<file path="config.mk">
export PLATFORM = sky130hd
export DESIGN_NAME = ptw_walker
export DESIGN_NICKNAME = d
export VERILOG_FILES = /design/src/rtl/ptw_pkg.sv /design/src/rtl/ptw_index_addr.sv /design/src/rtl/ptw_leaf_eval.sv /design/src/rtl/ptw_walker.sv
export SDC_FILE = /design/constraint.sdc
export NUM_CORES = 1
export LEC_CHECK = 0
export BUFFER_PORTS_ARGS = -buffer_cell sky130_fd_sc_hd__buf_2
export CAP_MARGIN = 20
export CORE_MARGIN = 5
export CORE_UTILIZATION = 50
export CTS_BUF_LIST = sky130_fd_sc_hd__clkbuf_4
export CTS_CLUSTER_SIZE = 40
export DETAILED_ROUTE_END_ITERATION = 6
export PLACE_DENSITY = 0.81
export RECOVER_POWER = 100
export SYNTH_ARGS = -nofsm -noshare
export SYNTH_HDL_FRONTEND = slang
export SYNTH_SLANG_ARGS = --single-unit
</file>
<file path="constraint.sdc">
create_clock -name clk -period 2.75 [get_ports clk]
set_input_delay 0.275 -clock clk [delete_from_list [all_inputs] [get_ports clk]]
set_output_delay 0.275 -clock clk [all_outputs]
set_load 0.005 [all_outputs]
</file>
<file path="src/rtl/ptw_pkg.sv">
package ptw_pkg;
    localparam int PG_OFF     = 12;
    localparam int PTE_W      = 64;
    localparam int PPN_LSB    = 10;
    localparam int SV39_PPN_H = 53;
    localparam int SV32_PPN_H = 31;
    localparam int SV39_VA_W  = 39;
    localparam int IDX39_W    = 9;
    localparam int IDX32_W    = 10;

    localparam int B_V = 0;
    localparam int B_R = 1;
    localparam int B_W = 2;
    localparam int B_X = 3;
    localparam int B_U = 4;
    localparam int B_A = 6;
    localparam int B_D = 7;

    typedef enum logic [1:0] {
        ACC_LOAD  = 2'd0,
        ACC_STORE = 2'd1,
        ACC_FETCH = 2'd2,
        ACC_RSVD  = 2'd3
    } acc_e;

    localparam logic [1:0] PRIV_U = 2'd0;
    localparam logic [1:0] PRIV_M = 2'd3;

    localparam logic [1:0] XM_BARE = 2'd0;
    localparam logic [1:0] XM_SV32 = 2'd1;
    localparam logic [1:0] XM_SV39 = 2'd2;

    typedef enum logic [2:0] {
        ST_IDLE,
        ST_CHECK,
        ST_READ,
        ST_WAIT_RD,
        ST_EVAL,
        ST_WRITE,
        ST_WAIT_WR,
        ST_DONE
    } state_e;
endpackage

</file>
<file path="src/rtl/ptw_index_addr.sv">
module ptw_index_addr
    import ptw_pkg::*;
#(
    parameter int VA_W = 64,
    parameter int PA_W = 56
) (
    input  logic            sv39,
    input  logic [1:0]      level,
    input  logic [VA_W-1:0] vaddr,
    input  logic [PA_W-1:0] base,
    output logic [PA_W-1:0] pte_addr
);
    logic [IDX39_W-1:0] idx39;
    logic [IDX32_W-1:0] idx32;

    always_comb begin
        idx39    = IDX39_W'(vaddr >> (PG_OFF + IDX39_W * int'(level)));
        idx32    = IDX32_W'(vaddr >> (PG_OFF + IDX32_W * int'(level)));
        pte_addr = base + (sv39 ? (PA_W'(idx39) << 3) : (PA_W'(idx32) << 2));
    end
endmodule

</file>
<file path="src/rtl/ptw_leaf_eval.sv">
module ptw_leaf_eval
    import ptw_pkg::*;
#(
    parameter int VA_W = 64,
    parameter int PA_W = 56
) (
    input  logic [PTE_W-1:0] pte,
    input  logic             sv39,
    input  logic [1:0]       level,
    input  acc_e             acc,
    input  logic             user_mode,
    input  logic             sum,
    input  logic             mxr,
    input  logic [VA_W-1:0]  vaddr,
    output logic             ptr,
    output logic             fail,
    output logic [PA_W-1:0]  pa,
    output logic             gr_r,
    output logic             gr_w,
    output logic             gr_x,
    output logic [PTE_W-1:0] pte_new,
    output logic             wb_need
);
    localparam int PPN_W = PA_W - PG_OFF;

    logic v, r, w, x, u, d;
    logic [PPN_W-1:0] ppn, vpn, low;
    logic [5:0] sh;
    logic unused_va;

    assign v = pte[B_V];
    assign r = pte[B_R];
    assign w = pte[B_W];
    assign x = pte[B_X];
    assign u = pte[B_U];
    assign d = pte[B_D];
    assign unused_va = ^vaddr[VA_W-1:PA_W];

    always_comb begin
        ppn  = sv39 ? PPN_W'(pte[SV39_PPN_H:PPN_LSB]) : PPN_W'(pte[SV32_PPN_H:PPN_LSB]);
        vpn  = PPN_W'(vaddr[PA_W-1:PG_OFF]);
        sh   = sv39 ? 6'(IDX39_W * int'(level)) : 6'(IDX32_W * int'(level));
        low  = ~({PPN_W{1'b1}} << sh);
        ptr  = v & ~r & ~w & ~x;
        fail = 1'b0;
        if (!v)                                                  fail = 1'b1;
        else if (ptr)                                            fail = 1'b0;
        else if (w && !r)                                        fail = 1'b1;
        else if (u && !user_mode && (!sum || acc == ACC_FETCH))  fail = 1'b1;
        else if (!u && user_mode)                                fail = 1'b1;
        else if (|(ppn & low))                                   fail = 1'b1;
        else if (acc == ACC_LOAD && !(r || (x && mxr)))          fail = 1'b1;
        else if (acc == ACC_STORE && !w)                         fail = 1'b1;
        else if (acc == ACC_FETCH && !x)                         fail = 1'b1;
        pa      = {ppn | (vpn & low), vaddr[PG_OFF-1:0]};
        gr_r    = r | (x & mxr);
        gr_w    = w & ((acc == ACC_STORE) | d);
        gr_x    = x;
        pte_new = pte | (PTE_W'(1) << B_A) | ((acc == ACC_STORE) ? (PTE_W'(1) << B_D) : '0);
        wb_need = (pte_new != pte);
    end
endmodule

</file>
<file path="src/rtl/ptw_walker.sv">
module ptw_walker
    import ptw_pkg::*;
#(
    parameter int VA_W = 64,
    parameter int PA_W = 56
) (
    input  logic              clk,
    input  logic              rst_n,
    input  logic              req_valid,
    input  logic [VA_W-1:0]   req_vaddr,
    input  logic [1:0]        req_acc,
    input  logic [1:0]        req_priv,
    input  logic              req_sum,
    input  logic              req_mxr,
    input  logic              req_mprv,
    input  logic [1:0]        req_mpp,
    input  logic [1:0]        xlat_mode,
    input  logic [PA_W-13:0]  xlat_root,
    output logic              busy,
    output logic              mem_req_valid,
    output logic              mem_req_we,
    output logic              mem_req_dword,
    output logic [PA_W-1:0]   mem_req_addr,
    output logic [63:0]       mem_req_wdata,
    input  logic              mem_rsp_valid,
    input  logic              mem_rsp_err,
    input  logic [63:0]       mem_rsp_rdata,
    output logic              done,
    output logic              fault,
    output logic              fault_access,
    output logic [PA_W-1:0]   out_paddr,
    output logic              perm_r,
    output logic              perm_w,
    output logic              perm_x
);
    localparam int PPN_W = PA_W - PG_OFF;

    state_e state, nxt;

    logic [1:0]       lvl;
    logic [PA_W-1:0]  base_q;
    logic [VA_W-1:0]  va_q;
    acc_e             acc_q;
    logic             user_q, mach_q, sum_q, mxr_q;
    logic [1:0]       mode_q;
    logic [PTE_W-1:0] pte_q, wb_q;
    logic [PA_W-1:0]  pa_q;
    logic             r_q, w_q, x_q, flt_q, fa_q;

    logic [1:0]       eff_priv;
    logic             sv39_q, bypass, bad_mode, noncanon;
    logic [PA_W-1:0]  pte_addr, pa_leaf;
    logic             ptr, fail, gr_r, gr_w, gr_x, wb_need;
    logic [PTE_W-1:0] pte_new, rsp_pte;
    logic [PPN_W-1:0] next_ppn;

    assign eff_priv = (req_priv == PRIV_M && acc_e'(req_acc) != ACC_FETCH && req_mprv)
                      ? req_mpp : req_priv;
    assign sv39_q   = (mode_q == XM_SV39);
    assign bypass   = mach_q || (mode_q == XM_BARE);
    assign bad_mode = (mode_q != XM_SV32) && (mode_q != XM_SV39);
    assign noncanon = sv39_q && !((&va_q[VA_W-1:SV39_VA_W-1]) || !(|va_q[VA_W-1:SV39_VA_W-1]));
    assign rsp_pte  = sv39_q ? mem_rsp_rdata
                             : {32'b0, pte_addr[2] ? mem_rsp_rdata[63:32] : mem_rsp_rdata[31:0]};
    assign next_ppn = sv39_q ? PPN_W'(pte_q[SV39_PPN_H:PPN_LSB]) : PPN_W'(pte_q[SV32_PPN_H:PPN_LSB]);

    ptw_index_addr #(.VA_W(VA_W), .PA_W(PA_W)) u_idx (
        .sv39     (sv39_q),
        .level    (lvl),
        .vaddr    (va_q),
        .base     (base_q),
        .pte_addr (pte_addr)
    );

    ptw_leaf_eval #(.VA_W(VA_W), .PA_W(PA_W)) u_leaf (
        .pte       (pte_q),
        .sv39      (sv39_q),
        .level     (lvl),
        .acc       (acc_q),
        .user_mode (user_q),
        .sum       (sum_q),
        .mxr       (mxr_q),
        .vaddr     (va_q),
        .ptr       (ptr),
        .fail      (fail),
        .pa        (pa_leaf),
        .gr_r      (gr_r),
        .gr_w      (gr_w),
        .gr_x      (gr_x),
        .pte_new   (pte_new),
        .wb_need   (wb_need)
    );

    // state register
    always_ff @(posedge clk) begin
        if (!rst_n) state <= ST_IDLE;
        else        state <= nxt;
    end

    // transitions
    always_comb begin
        nxt = state;
        unique case (state)
            ST_IDLE:    if (req_valid) nxt = ST_CHECK;
            ST_CHECK:   nxt = (bypass || bad_mode || noncanon) ? ST_DONE : ST_READ;
            ST_READ:    nxt = ST_WAIT_RD;
            ST_WAIT_RD: if (mem_rsp_valid) nxt = mem_rsp_err ? ST_DONE : ST_EVAL;
            ST_EVAL: begin
                if (ptr && lvl != 2'd0)  nxt = ST_READ;
                else if (fail || ptr)    nxt = ST_DONE;
                else if (wb_need)        nxt = ST_WRITE;
                else                     nxt = ST_DONE;
            end
            ST_WRITE:   nxt = ST_WAIT_WR;
            ST_WAIT_WR: if (mem_rsp_valid) nxt = ST_DONE;
            ST_DONE:    nxt = ST_IDLE;
            default:    nxt = ST_IDLE;
        endcase
    end

    // outputs
    always_comb begin
        mem_req_valid = (state == ST_READ) || (state == ST_WRITE);
        mem_req_we    = (state == ST_WRITE);
        mem_req_dword = sv39_q;
        mem_req_addr  = pte_addr;
        mem_req_wdata = sv39_q ? wb_q : {2{wb_q[31:0]}};
        done          = (state == ST_DONE);
        busy          = (state != ST_IDLE);
        fault         = flt_q;
        fault_access  = fa_q;
        out_paddr     = pa_q;
        perm_r        = r_q;
        perm_w        = w_q;
        perm_x        = x_q;
    end

    // walk datapath and results
    always_ff @(posedge clk) begin
        if (!rst_n) begin
            lvl <= '0; base_q <= '0; va_q <= '0; acc_q <= ACC_LOAD;
            user_q <= 1'b0; mach_q <= 1'b0; sum_q <= 1'b0; mxr_q <= 1'b0;
            mode_q <= XM_BARE; pte_q <= '0; wb_q <= '0; pa_q <= '0;
            r_q <= 1'b0; w_q <= 1'b0; x_q <= 1'b0; flt_q <= 1'b0; fa_q <= 1'b0;
        end else begin
            unique case (state)
                ST_IDLE: if (req_valid) begin
                    va_q   <= req_vaddr;
                    acc_q  <= acc_e'(req_acc);
                    user_q <= (eff_priv == PRIV_U);
                    mach_q <= (eff_priv == PRIV_M);
                    sum_q  <= req_sum;
                    mxr_q  <= req_mxr;
                    mode_q <= xlat_mode;
                    base_q <= {xlat_root, {PG_OFF{1'b0}}};
                    lvl    <= (xlat_mode == XM_SV39) ? 2'd2 : 2'd1;
                    pa_q   <= '0;
                    r_q <= 1'b0; w_q <= 1'b0; x_q <= 1'b0;
                    flt_q <= 1'b0; fa_q <= 1'b0;
                end
                ST_CHECK: begin
                    if (bypass) begin
                        pa_q <= va_q[PA_W-1:0];
                        r_q <= 1'b1; w_q <= 1'b1; x_q <= 1'b1;
                    end else if (bad_mode || noncanon) begin
                        flt_q <= 1'b1;
                    end
                end
                ST_WAIT_RD: if (mem_rsp_valid) begin
                    if (mem_rsp_err) begin
                        flt_q <= 1'b1;
                        fa_q  <= 1'b1;
                    end else begin
                        pte_q <= rsp_pte;
                    end
                end
                ST_EVAL: begin
                    if (ptr && lvl != 2'd0) begin
                        base_q <= {next_ppn, {PG_OFF{1'b0}}};
                        lvl    <= lvl - 2'd1;
                    end else if (fail || ptr) begin
                        flt_q <= 1'b1;
                    end else begin
                        pa_q <= pa_leaf;
                        r_q  <= gr_r;
                        w_q  <= gr_w;
                        x_q  <= gr_x;
                        wb_q <= pte_new;
                    end
                end
                ST_WAIT_WR: if (mem_rsp_valid && mem_rsp_err) begin
                    flt_q <= 1'b1;
                    fa_q  <= 1'b1;
                    r_q <= 1'b0; w_q <= 1'b0; x_q <= 1'b0;
                end
                default: ;
            endcase
        end
    end

    a_r14_req_pulse: assert property (@(posedge clk) disable iff (!rst_n)
        mem_req_valid |=> !mem_req_valid);

    a_r14_done_pulse: assert property (@(posedge clk) disable iff (!rst_n)
        done |=> !done);

    a_r13_fault_no_perm: assert property (@(posedge clk) disable iff (!rst_n)
        (done && fault) |-> !(perm_r || perm_w || perm_x));

    a_r10_wb_sets_a: assert property (@(posedge clk) disable iff (!rst_n)
        (mem_req_valid && mem_req_we) |-> mem_req_wdata[B_A]);

    a_r10_store_dirty: assert property (@(posedge clk) disable iff (!rst_n)
        (mem_req_valid && mem_req_we && acc_q == ACC_STORE) |-> mem_req_wdata[B_D]);
endmodule

</file>
==> results.yml <==
outcome:
  status: "finished with violations"
  violations: "negative setup slack"
finish:
  area_delta_synth_final_pct: 38.1
  finish.net_count: 2666
  drive_above_1_share_pct: 29.9
  instances_no_fill: 2971
  postLayoutCoreUtil_pct: 69.7
  design_area_mm2: 0.0227
run:
  maxCapViolations: 0
routing:
  routed_wire_length_per_instance_um: 25.6
  postRouteAntennaNets: 0
  route.vias.total: 18772
  totalWireLength_um: 76000
  routed_via_count_divided_by_cell_count: 6.32
  drt-initial-drc-count: 2718
  remaining_drc_errors: 0
  drtPass1Iterations: 7
clock_tree:
  cts_tree: "done"
  cts_htree_levels: 3
  clock-root-buffer: "clkbuf_4"
  clock_path_buffers: 3
  cts_buffers: 82
  clk_latency_ns: 0.84
  cts_num_sinks: 310
  cts.clk_slew.worst_paths_ns: 0.07
global_route:
  grt_max_degree: 97
  grt_usage_pct: 39.1
  grt_overflow: 0
  grt_antenna_before_repair: 5
  first_global_vias: 18590
  grt_first_pass_wirelength_um: 110000
placed_design:
  placedInstanceArea_mm2: 0.0191
  dpl.cell_count: 2597
  io_buffers: 371
  routability_congestion_estimate: 0.970
  dp_worst_setup_slack_ns: -0.0138
  hpwlAfterDp_um: 47400
die:
  placementRows: 66
  die_area_mm2: 0.0366
  initial_utilization_pct: 50.5
  die_height_um: 191
  dieWidth_um: 191
  core_area_mm2: 0.0325
  pin_count: 374
timing:
  maxClockFrequency_ghz: 0.304
  worstMarginPinSlew_ns: 0.974
  tns_ns: -8.48
  finalClockSkew_ns: 0.0624
  finalWorstSetupSlack_ns: -0.542
  timing.final.crit_share_pct: 120
  period_needed_ns: 3.29
  setup-violations-final: 75
  maxSlewViolCount: 0
  rsz0062_at_grt: "true"
  relSlewSlack_pct: 35.0
  hold_viol: 0
  hold_slack_ns: 0.292
hold_path:
  hold_path.class: "input port to register"
synthesis:
  number_of_synthesized_flops_with_an_enable_pin: 0
  yosys_warnings: 0
  syn_area_mm2: 0.0164
  asyncSetResetFlopFracSynth_pct: 0
  synth_most_common_cell: "dfxtp_1"
  synth.avg_cell_area_um2: 8.79
  post_synth_inst_count: 1869
  ys_dominant_reg_cell: "dfxtp_1"
  yosys.cell_types.count: 61
  yosysTopAreaCellShare_pct: 37.8
  fraction_of_the_yosys_area_taken_by_sequential_cells_pct: 37.8
  synth_seq_cells: 310
  synth_largest_area_cell: "dfxtp_1"
  netlist_top_cells_count: "dfxtp_1 (310), nand2_1 (289), a21oi_1 (193)"
  yosys-top-cells-area: "dfxtp_1 (38%), mux4_2 (9.9%), mux2i_1 (8.4%), nand2_1 (6.6%), a21oi_1 (5.9%)"
worst_setup_path:
  critical_path.endpoint: "mem_req_addr[3]"
  cp.required_ns: 2.48
  crit-reg2reg-launch: "state[0]$_SDFFE_PN0P_"
  worst_r2r_endpoint: "base_q[51]$_SDFFE_PN0P_"
  crit_path_top_delay_cell: "mux4_2"
  cp-start-kind: "register"
  slowest_delay_ns: 0.49
  cp_data_arrival_time_ns: 3.02
  criticalPathCategory: "register to primary output"
  critPathMaxFanout: 8
  timing.critical_path.cells: "buf_12 -> buf_12 -> mux4_2 -> mux4_2 -> and3_4 -> a31oi_1 -> o21ai_1 -> buf_2"
  regToRegSetupSlack_ns: -0.35
  critPathCaptureType: "primary output"
  setup.worst_path.start: "lvl[0]$_SDFFE_PN0P_"
  rr_worst_depth: 6
pwr:
  p_leak_nw: 9.68
  power.total_mw: 20.6
  combinationalPowerShare_pct: 49.7
  p_seq_share_pct: 29.8
  p_per_area_mw_per_mm2: 910
  ir_worst_vdd_v: 0.000577
  clock_network_fraction_of_total_power_pct: 20.5
  power.internal_mw: 12.1
  switching_power_mw: 8.56
  switching_power_share_of_the_total_pct: 41.5
## flip-flops by register name (all words and copies together) (netlist names), 2 cells and up
signal     count
state          3
va_q          64
out_paddr     56
wb_q          64
pte_q         64
mode_q         2
base_q        44
acc_q          2
lvl            2
## cell families after synthesis
group,synth area share (%)
buffers and inverters,6.97
multiplexers,20.9
other,0.0228
flip-flops,37.8
AND/OR/NAND/NOR,15.9
XOR/XNOR,0.0533
adder cells (fa/ha/maj),0.609
AO/OA/AOI/OAI,17.7
## per-layer routing
layer | GRT usage (%) | vias up | share of wire, %
met4 | 23.1 | 2 | 7.4
li1 | - | 8015 | -
met2 | 61.0 | 1599 | 44
met3 | 12.0 | 475 | 13
met5 | 0 | - | 0.020
met1 | 47.7 | 8681 | 35
## repair_timing
item                       4_1_cts  5_1_grt
hold endpoints to repair       185        0
setup endpoints to repair       41      111
resized for setup               64       42
gates cloned                     6        2
pin swaps                       10        3
hold buffers                   195        0
setup buffers                   25        4
## worst max-delay path, delay by kind of cell, from the launching register on
| family | cells | cell delay, ns |
|---|---|---|
| simple gates | 1 | 0.15 |
| flops | 1 | 0.46 |
| compound gates | 2 | 0.22 |
| buf+inv | 3 | 0.41 |
| mux | 2 | 0.97 |
## worst min path at each step
stage | slack (ns) | startpoint | cells after the start | to
3_3_place_gp | 0.44 | pte_q[63]$_SDFFE_PN0P_ | 2 | pte_q[63]$_SDFFE_PN0P_
5_1_grt | 0.28 | req_vaddr[28] | 4 | va_q[28]$_SDFFE_PN0P_
3_5_place_dp | 0.44 | pte_q[63]$_SDFFE_PN0P_ | 2 | pte_q[63]$_SDFFE_PN0P_
6_report | 0.29 | req_vaddr[36] | 4 | va_q[36]$_SDFFE_PN0P_
4_1_cts | 0.25 | req_vaddr[36] | 4 | va_q[36]$_SDFFE_PN0P_
2_1_floorplan | 0.41 | xlat_mode[0] | 2 | mode_q[0]$_SDFFE_PN0P_
## area by class of cell
type                    count  area [um2]
diodes                      4        10.0
clock buffers             119         893
multi-input cells        1321        9330
repair buffers            736        5460
clock inverters            20         143
fillers                  2445        9850
inverters                  19        93.8
flip-flops and latches    310        6210
well taps                 442         553
## power groups by stage
stage	clock network (mW)	registers, mW	logic (mW)
finish	4.24	6.14	10.3
global route	4.47	6.18	10.9
CTS	4.17	6.05	9.85
detailed placement	0	6.12	8.80
global placement	0	6.10	8.69
floorplan	0	5.81	5.72
## placed cells by master, fill, tap and decap left out, types with 5 or more instances in the layout
cell type	Yosys	routed
nand2b_1	13	13
o21ai_1	1	8
a21oi_2	0	5
dlygate4sd3_1	0	195
clkinv_1	2	11
buf_6	6	18
nand4_1	20	20
a21oi_1	193	188
mux2i_1	138	121
o21a_1	5	5
a22oi_1	11	11
o21ai_0	88	80
mux2i_2	0	16
a221o_1	11	11
mux4_2	72	72
buf_2	28	265
nand3_1	44	44
a221oi_1	31	27
nor2_1	154	149
clkbuf_4	0	120
a311oi_1	34	32
buf_12	0	17
and3_1	6	5
nor3_1	38	36
buf_4	45	120
dfxtp_1	310	308
buf_16	0	6
inv_1	15	14
clkbuf_1	133	106
nor4_1	14	14
o211ai_1	17	17
a211oi_1	13	13
o221a_2	19	19
mux2_2	39	37
nand2_1	289	288
a31oi_1	9	8
Note: power is estimated with default switching activity, not from simulation.
